<file path="config.mk">
export PLATFORM = sky130hd
export DESIGN_NAME = irq_src_gateway
export DESIGN_NICKNAME = d
export VERILOG_FILES = /design/src/rtl/irq_gw_pkg.sv /design/src/rtl/irq_gw_sampler.sv /design/src/rtl/irq_gw_cfg_decode.sv /design/src/rtl/irq_gw_trigger.sv /design/src/rtl/irq_src_gateway.sv
export SDC_FILE = /design/constraint.sdc
export NUM_CORES = 1
export LEC_CHECK = 0
export ABC_AREA = 1
export BUFFER_PORTS_ARGS = -buffer_cell sky130_fd_sc_hd__buf_2
export CAP_MARGIN = 20
export CORE_AREA = 2 2 39 41
export CTS_CLUSTER_SIZE = 25
export DETAILED_ROUTE_END_ITERATION = 12
export DIE_AREA = 0 0 41 43
export PLACE_DENSITY_LB_ADDON = 0.3
export SLEW_MARGIN = 30
export SYNTH_ARGS = -nofsm -noshare
export SYNTH_HDL_FRONTEND = slang
export SYNTH_SLANG_ARGS = --single-unit
</file>
<file path="constraint.sdc">
create_clock -name clk -period 1.72 [get_ports clk]
set_input_delay 0.086 -clock clk [delete_from_list [all_inputs] [get_ports clk]]
set_output_delay 0.086 -clock clk [all_outputs]
set_load 0.01 [all_outputs]
</file>
<file path="src/rtl/irq_gw_pkg.sv">
package irq_gw_pkg;

    localparam int unsigned MODE_W = 3;

    typedef enum logic [MODE_W-1:0] {
        SM_OFF    = 3'd0,
        SM_DETACH = 3'd1,
        SM_RSV2   = 3'd2,
        SM_RSV3   = 3'd3,
        SM_RISE   = 3'd4,
        SM_FALL   = 3'd5,
        SM_HIGH   = 3'd6,
        SM_LOW    = 3'd7
    } src_mode_e;

    typedef struct packed {
        logic prev;    // last accepted input level
        logic pend;    // pending flag
        logic en;      // enable flag
        logic notify;  // enable-and-pending strobe
        logic err;     // reserved-mode input change
    } gw_state_t;

endpackage

</file>
<file path="src/rtl/irq_gw_sampler.sv">
module irq_gw_sampler #(
    parameter int unsigned STAGES = 0
) (
    input  logic clk,
    input  logic rst_n,
    input  logic raw_i,
    output logic smp_o
);
    generate
        if (STAGES == 0) begin : g_direct
            logic unused_clk_rst;
            assign unused_clk_rst = clk ^ rst_n;
            assign smp_o = raw_i;
        end else begin : g_chain
            logic [STAGES-1:0] chain_q;
            logic [STAGES-1:0] chain_d;
            if (STAGES == 1) begin : g_one
                assign chain_d = raw_i;
            end else begin : g_many
                assign chain_d = {chain_q[STAGES-2:0], raw_i};
            end
            always_ff @(posedge clk or negedge rst_n) begin
                if (!rst_n) chain_q <= '0;
                else        chain_q <= chain_d;
            end
            assign smp_o = chain_q[STAGES-1];
        end
    endgenerate
endmodule

</file>
<file path="src/rtl/irq_gw_cfg_decode.sv">
module irq_gw_cfg_decode
    import irq_gw_pkg::*;
#(
    parameter int unsigned CFG_W     = 32,
    parameter int unsigned MODE_LSB  = 0,
    parameter int unsigned DELEG_BIT = 10
) (
    input  logic [CFG_W-1:0] cfg_i,
    output src_mode_e        mode_o,
    output logic             deleg_o,
    output logic             active_o,
    output logic             reserved_o
);
    logic unused_cfg_bits;
    assign unused_cfg_bits = ^cfg_i;

    always_comb begin
        mode_o     = src_mode_e'(cfg_i[MODE_LSB +: MODE_W]);
        deleg_o    = cfg_i[DELEG_BIT];
        active_o   = (mode_o != SM_OFF);
        reserved_o = (mode_o == SM_RSV2) || (mode_o == SM_RSV3);
    end
endmodule

</file>
<file path="src/rtl/irq_gw_trigger.sv">
module irq_gw_trigger
    import irq_gw_pkg::*;
(
    input  src_mode_e mode_i,
    input  logic      smp_i,
    input  logic      prev_i,
    output logic      set_o,
    output logic      change_o
);
    always_comb begin
        change_o = smp_i ^ prev_i;
        unique case (mode_i)
            SM_RISE: set_o = smp_i & ~prev_i;
            SM_FALL: set_o = ~smp_i & prev_i;
            SM_HIGH: set_o = smp_i;
            SM_LOW:  set_o = ~smp_i;
            default: set_o = 1'b0;
        endcase
    end
endmodule

</file>
<file path="src/rtl/irq_src_gateway.sv">
module irq_src_gateway
    import irq_gw_pkg::*;
#(
    parameter int unsigned CFG_W       = 32,
    parameter int unsigned MODE_LSB    = 0,
    parameter int unsigned DELEG_BIT   = 10,
    parameter int unsigned SYNC_STAGES = 0
) (
    input  logic             clk,
    input  logic             rst_n,
    input  logic             src_level_i,
    input  logic [CFG_W-1:0] cfg_word_i,
    input  logic             domain_en_i,
    input  logic             pend_clr_i,
    input  logic             en_set_i,
    input  logic             en_clr_i,
    output logic             pending_o,
    output logic             enabled_o,
    output logic             notify_o,
    output logic             mode_err_o
);
    gw_state_t st_d, st_q;

    logic      smp;
    src_mode_e mode;
    logic      deleg, active, reserved;
    logic      set_req, changed;
    logic      accept;

    irq_gw_sampler #(.STAGES(SYNC_STAGES)) u_sampler (
        .clk   (clk),
        .rst_n (rst_n),
        .raw_i (src_level_i),
        .smp_o (smp)
    );

    irq_gw_cfg_decode #(
        .CFG_W     (CFG_W),
        .MODE_LSB  (MODE_LSB),
        .DELEG_BIT (DELEG_BIT)
    ) u_decode (
        .cfg_i      (cfg_word_i),
        .mode_o     (mode),
        .deleg_o    (deleg),
        .active_o   (active),
        .reserved_o (reserved)
    );

    irq_gw_trigger u_trigger (
        .mode_i   (mode),
        .smp_i    (smp),
        .prev_i   (st_q.prev),
        .set_o    (set_req),
        .change_o (changed)
    );

    always_comb begin
        st_d   = st_q;
        accept = domain_en_i && !deleg;

        // stored level follows the input only when the input side is open
        if (accept) st_d.prev = smp;

        // clear always wins in its own cycle; a held level re-sets next cycle
        if (pend_clr_i)            st_d.pend = 1'b0;
        else if (accept && set_req) st_d.pend = 1'b1;

        if (active) begin
            if (en_clr_i)      st_d.en = 1'b0;
            else if (en_set_i) st_d.en = 1'b1;
        end

        st_d.err    = accept && reserved && changed;
        st_d.notify = st_d.en && st_d.pend && !(st_q.en && st_q.pend);
    end

    always_ff @(posedge clk or negedge rst_n) begin
        if (!rst_n) st_q <= '0;
        else        st_q <= st_d;
    end

    assign pending_o  = st_q.pend;
    assign enabled_o  = st_q.en;
    assign notify_o   = st_q.notify;
    assign mode_err_o = st_q.err;
endmodule

</file>
; Word level (Yosys, flattened, before mapping)
; Index checks and enable logic that the tools add are counted.
; Widths: inputs -> output; s select.
[totals]
register_bits = 5
inputBits = 39
output_inout_bits = 4
elab_cells = 33
[op_classes]
n_eq_ne = 6
muxes = 6
n_bitwise = 5
n_reduce_logical = 11
[ops]
columns = op, count
row1 = $eq 3x3->1 const B, 4
row2 = $logic_and 1x1->1, 7
row3 = $eq 3x2->1 const B, 2
row4 = $mux 1, 5
row5 = $pmux 1 s4, 1
row6 = $reduce_bool 3->1, 1
row7 = $and 1x1->1, 2
row8 = $logic_not 1->1, 2
row9 = $not 1->1, 2
row10 = $logic_or 1x1->1, 1
row11 = $xor 1x1->1, 1

; Logic depth before layout (Yosys ltp)
[logic_depth]
depth_word = 8
depth_mapped = 8
depth_no_buf = 8

; Modules after synthesis
; A second synthesis with hierarchy kept.
[unflattened]
hier_cells = 54
hier_area_um2 = 360.3
[by_module_without_submodules]
columns = mod, instances, cells_per_inst, area_per_inst_um2, seq_area_each_um2
row1 = irq_src_gateway, 1, 27, 216.5, 125.1
row2 = irq_gw_trigger, 1, 18, 91.3, 0.0
row3 = irq_gw_cfg_decode, 1, 8, 45.0, 0.0
row4 = irq_gw_sampler, 1, 1, 7.5, 0.0

; Least setup slack after synthesis
; OpenSTA, ideal clock, no wires.
[synth_path]
path_type = register to register
startpoint = reg st_q[4] in the netlist's numbering
endpoint = reg st_q (netlist bit notify_o)
setup_time_ps = 115
arrival_ps = 865
t_required_ps = 1605
path_slack_ps = 741
path_stages_with_launch = 8
n_path_buf = 0
period_less_slack_ps = 979
cell_sequence = dfrtp_1 ha_1 nand3_1 nand3_1 nand2_1 nand2_1 nand2_1 nor2_1
[synth_lines]
columns = item, line
row1 = "start, declared", irq_src_gateway.sv:22  ; gw_state_t st_d, st_q;
row2 = "start signal, assigned", irq_src_gateway.sv:79  ; else st_q <= st_d;

==> flow_metrics.env <==
export IMPL_detailed_place_hpwl_um=437
export IMPL_min_delay_path_depth=2
export IMPL_synth_area_mux_share_pct=0
export IMPL_chipWidth_um=41
export IMPL_first_pass_iters=2
export IMPL_maxCapViolations=0
export IMPL_vias=280
export IMPL_yosys_register_bits=5
export IMPL_cts_sinks=5
export IMPL_gp_congestion=0.597
export IMPL_gr_total_overflow=0
export IMPL_final_util_pct=29.9
export IMPL_diodes=0
export IMPL_drv_slew=0
export IMPL_final_cell_mix="buf_2, nand2_1, inv_1"
export IMPL_yosysWarnings=0
export IMPL_grt_max_degree=6
export IMPL_initial_core_util_pct=20.8
export IMPL_crit_required_ns=1.85
export IMPL_synth_area_um2=288
export IMPL_core_area_um2=1380
export IMPL_min_to="mode_err_o$_DFF_PN0_"
export IMPL_grt_pass1_vias=254
export IMPL_cpMostUsedCell="nand2_1"
export IMPL_drive_above_1_share_pct=35.1
export IMPL_row_count=14
export IMPL_period_needed_ns=1.06
export IMPL_critPathMaxFanout=3
export IMPL_ir_drop_mv=0.460
export IMPL_clk_pin_slew_ns=0.05
export IMPL_die_area_um2=1760
export IMPL_fill_cells=162
export IMPL_die_h_um=43
export IMPL_synth_top_area_share_pct=43.5
export IMPL_regArea_um2=125
export IMPL_power_leakage_nw=0.256
export IMPL_grt_total_usage_pct=8.38
export IMPL_clk_latency_ns=0.24
export IMPL_synth_compound_area_share_pct=6.09
export IMPL_setup_slack_ns=0.659
export IMPL_crit_family="flip-flops"
export IMPL_critPathArrivalTime_ns=1.19
export IMPL_finalWirelength_um=547
export IMPL_tightest_slew_ns=0.220
export IMPL_slew_headroom_pct=85.2
export IMPL_yosys_area_share_xor_xnor_pct=0
export IMPL_worst_path_largest_cell_delay_ns=0.39
export IMPL_stdcell_count=73
export IMPL_critPathLaunchType="register"
export IMPL_synthSimpleGateAreaFrac_pct=28.7
export IMPL_finalSetupTns_ns=0
export IMPL_numCtsBuffers=3
export IMPL_drc=0
export IMPL_r2r_end="notify_o$_DFF_PN0_"
export IMPL_io_pins=43
export IMPL_cts_root_buf="clkbuf_4"
export IMPL_antenna_found_initial=0
export IMPL_post_cts_buffers=0
export IMPL_routed_via_density=3.84
export IMPL_syn_nets=79
export IMPL_layout_commonest_cell="buf_2"
export IMPL_rsz0062_at_grt="no"
export IMPL_final_nets=99
export IMPL_io_buffers=14
export IMPL_hp_start="cfg_word_i[2]"
export IMPL_grt_pass1_wl_um=938
export IMPL_place_ws_ns=0.658
export IMPL_fin_skew_ns=0.00303
export IMPL_timing_rr_start="st_q[4]$_DFFE_PN0P_"
export IMPL_synth_top_family_by_area="simple AND/OR/NAND/NOR gates"
export IMPL_ant_nets=0
export IMPL_clockBufferDepth=2
export IMPL_syn2layout_area_growth_pct=43.9
export IMPL_dp_cells=68
export IMPL_yosysSeqAreaShare_pct=43.5
export IMPL_htreeDepth=1
export IMPL_outcome="complete, no violations"
export IMPL_cp_depth=7
export IMPL_setup_violations=0
export IMPL_multi_input_area_um2=125
export IMPL_ys_types=11
export IMPL_cts_repair_resized=0
export IMPL_drt_first_iter_violations=3
export IMPL_cp_slowest_cell="dfrtp_1"
export IMPL_yosys_top_cells_area="dfrtp_1, nand2_1, inv_1"
export IMPL_netlist_instances=38
export IMPL_power_density_nw_per_um2=773
export IMPL_critical_path_buf_inv_count=0
export IMPL_hold_worst_slack_ns=0.0109
export IMPL_synth_top_area_cell="dfrtp_1"
export IMPL_crit_type="reg -> reg"
export IMPL_hold_violations=0
export IMPL_max_freq_mhz=943
export IMPL_critPathCaptureType="register"
export IMPL_cts_tree="yes"
export IMPL_fin_crit_sh_pct=61.7
export IMPL_regToRegSetupSlack_ns=0.66
export IMPL_reg2reg_depth=7
export IMPL_synth_adder_area_share_pct=8.70
export IMPL_hp_class="in -> reg"
export IMPL_crit_path_cell_trace="ha_1 -> nand3_1 -> nand3_1 -> nand2_1 -> nand2_1 -> nand2_1 -> nor2_1"
export IMPL_syn_area_per_cell_um2=7.57
export IMPL_post_drt_wl_per_cell_um=7.49
-- registers in the layout, summed over array words and instances, names as in the netlist --
signal	cells
st_q	1
mode_err_o	1
pending_o	1
enabled_o	1
notify_o	1
-- synthesized netlist by cell type --
| cell type | instances |
|---|---|
| nand2_1 | 11 |
| nor2_2 | 1 |
| o21ai_0 | 1 |
| nand2_2 | 1 |
| ha_1 | 2 |
| dfrtp_1 | 5 |
| nand3_1 | 3 |
| nor4_1 | 1 |
| inv_1 | 10 |
| nor2_1 | 2 |
| a22oi_2 | 1 |
-- worst max-delay path by stage --
stage | from | end
after global routing | st_q[4]$_DFFE_PN0P_ | notify_o$_DFF_PN0_
after detailed placement | st_q[4]$_DFFE_PN0P_ | notify_o$_DFF_PN0_
after CTS | st_q[4]$_DFFE_PN0P_ | notify_o$_DFF_PN0_
after global placement | st_q[4]$_DFFE_PN0P_ | notify_o$_DFF_PN0_
after floorplan | st_q[4]$_DFFE_PN0P_ | notify_o$_DFF_PN0_
final | st_q[4]$_DFFE_PN0P_ | notify_o$_DFF_PN0_
-- what timing repair did --
action	CTS	global route
endpoints found under the setup margin	0	0
hold buffers	1	0
endpoints found under the hold margin	5	0
-- through the flow --
stage	area (um^2)	power (mW)
after floorplan	288	0.158
after global placement	378	0.182
after detailed placement	378	0.182
after CTS	414	0.327
after global routing	414	0.340
final	414	0.320
-- per-layer routing --
layer  wire length, um  vias to the layer above  track usage (%)  share of wire (%)
met3                45                        0             7.85                8.2
met1               232                      117             8.85                 42
met4                 0                        0             2.00                  0
li1                  -                      152                -                  -
met2               269                       11             11.9                 49
met5                 0                        -                0                  0
-- layout make-up --
type / count / share of cell area (%)
sequential: 5 / 30.2
multi-input combinational: 23 / 30.2
timing repair buffer: 15 / 19.3
inverter: 10 / 9.06
clock buffer: 4 / 6.34
tap: 16 / 4.83
-- logic make-up (layout without fill, tap and decap cells) --
| group | Yosys count | count (layout) |
|---|---|---|
| buffers and inverters | 10 | 29 |
| flip-flops | 5 | 5 |
| AO/OA/AOI/OAI | 2 | 2 |
| adder cells (fa/ha/maj) | 2 | 2 |
| AND/OR/NAND/NOR | 19 | 19 |
-- where the power goes --
part	internal [mW]	switching (mW)
logic	0.0244	0.0282
clock network	0.0878	0.0504
registers	0.125	0.00438
total	0.237	0.0829
Note: power is estimated with default switching activity, not from simulation.
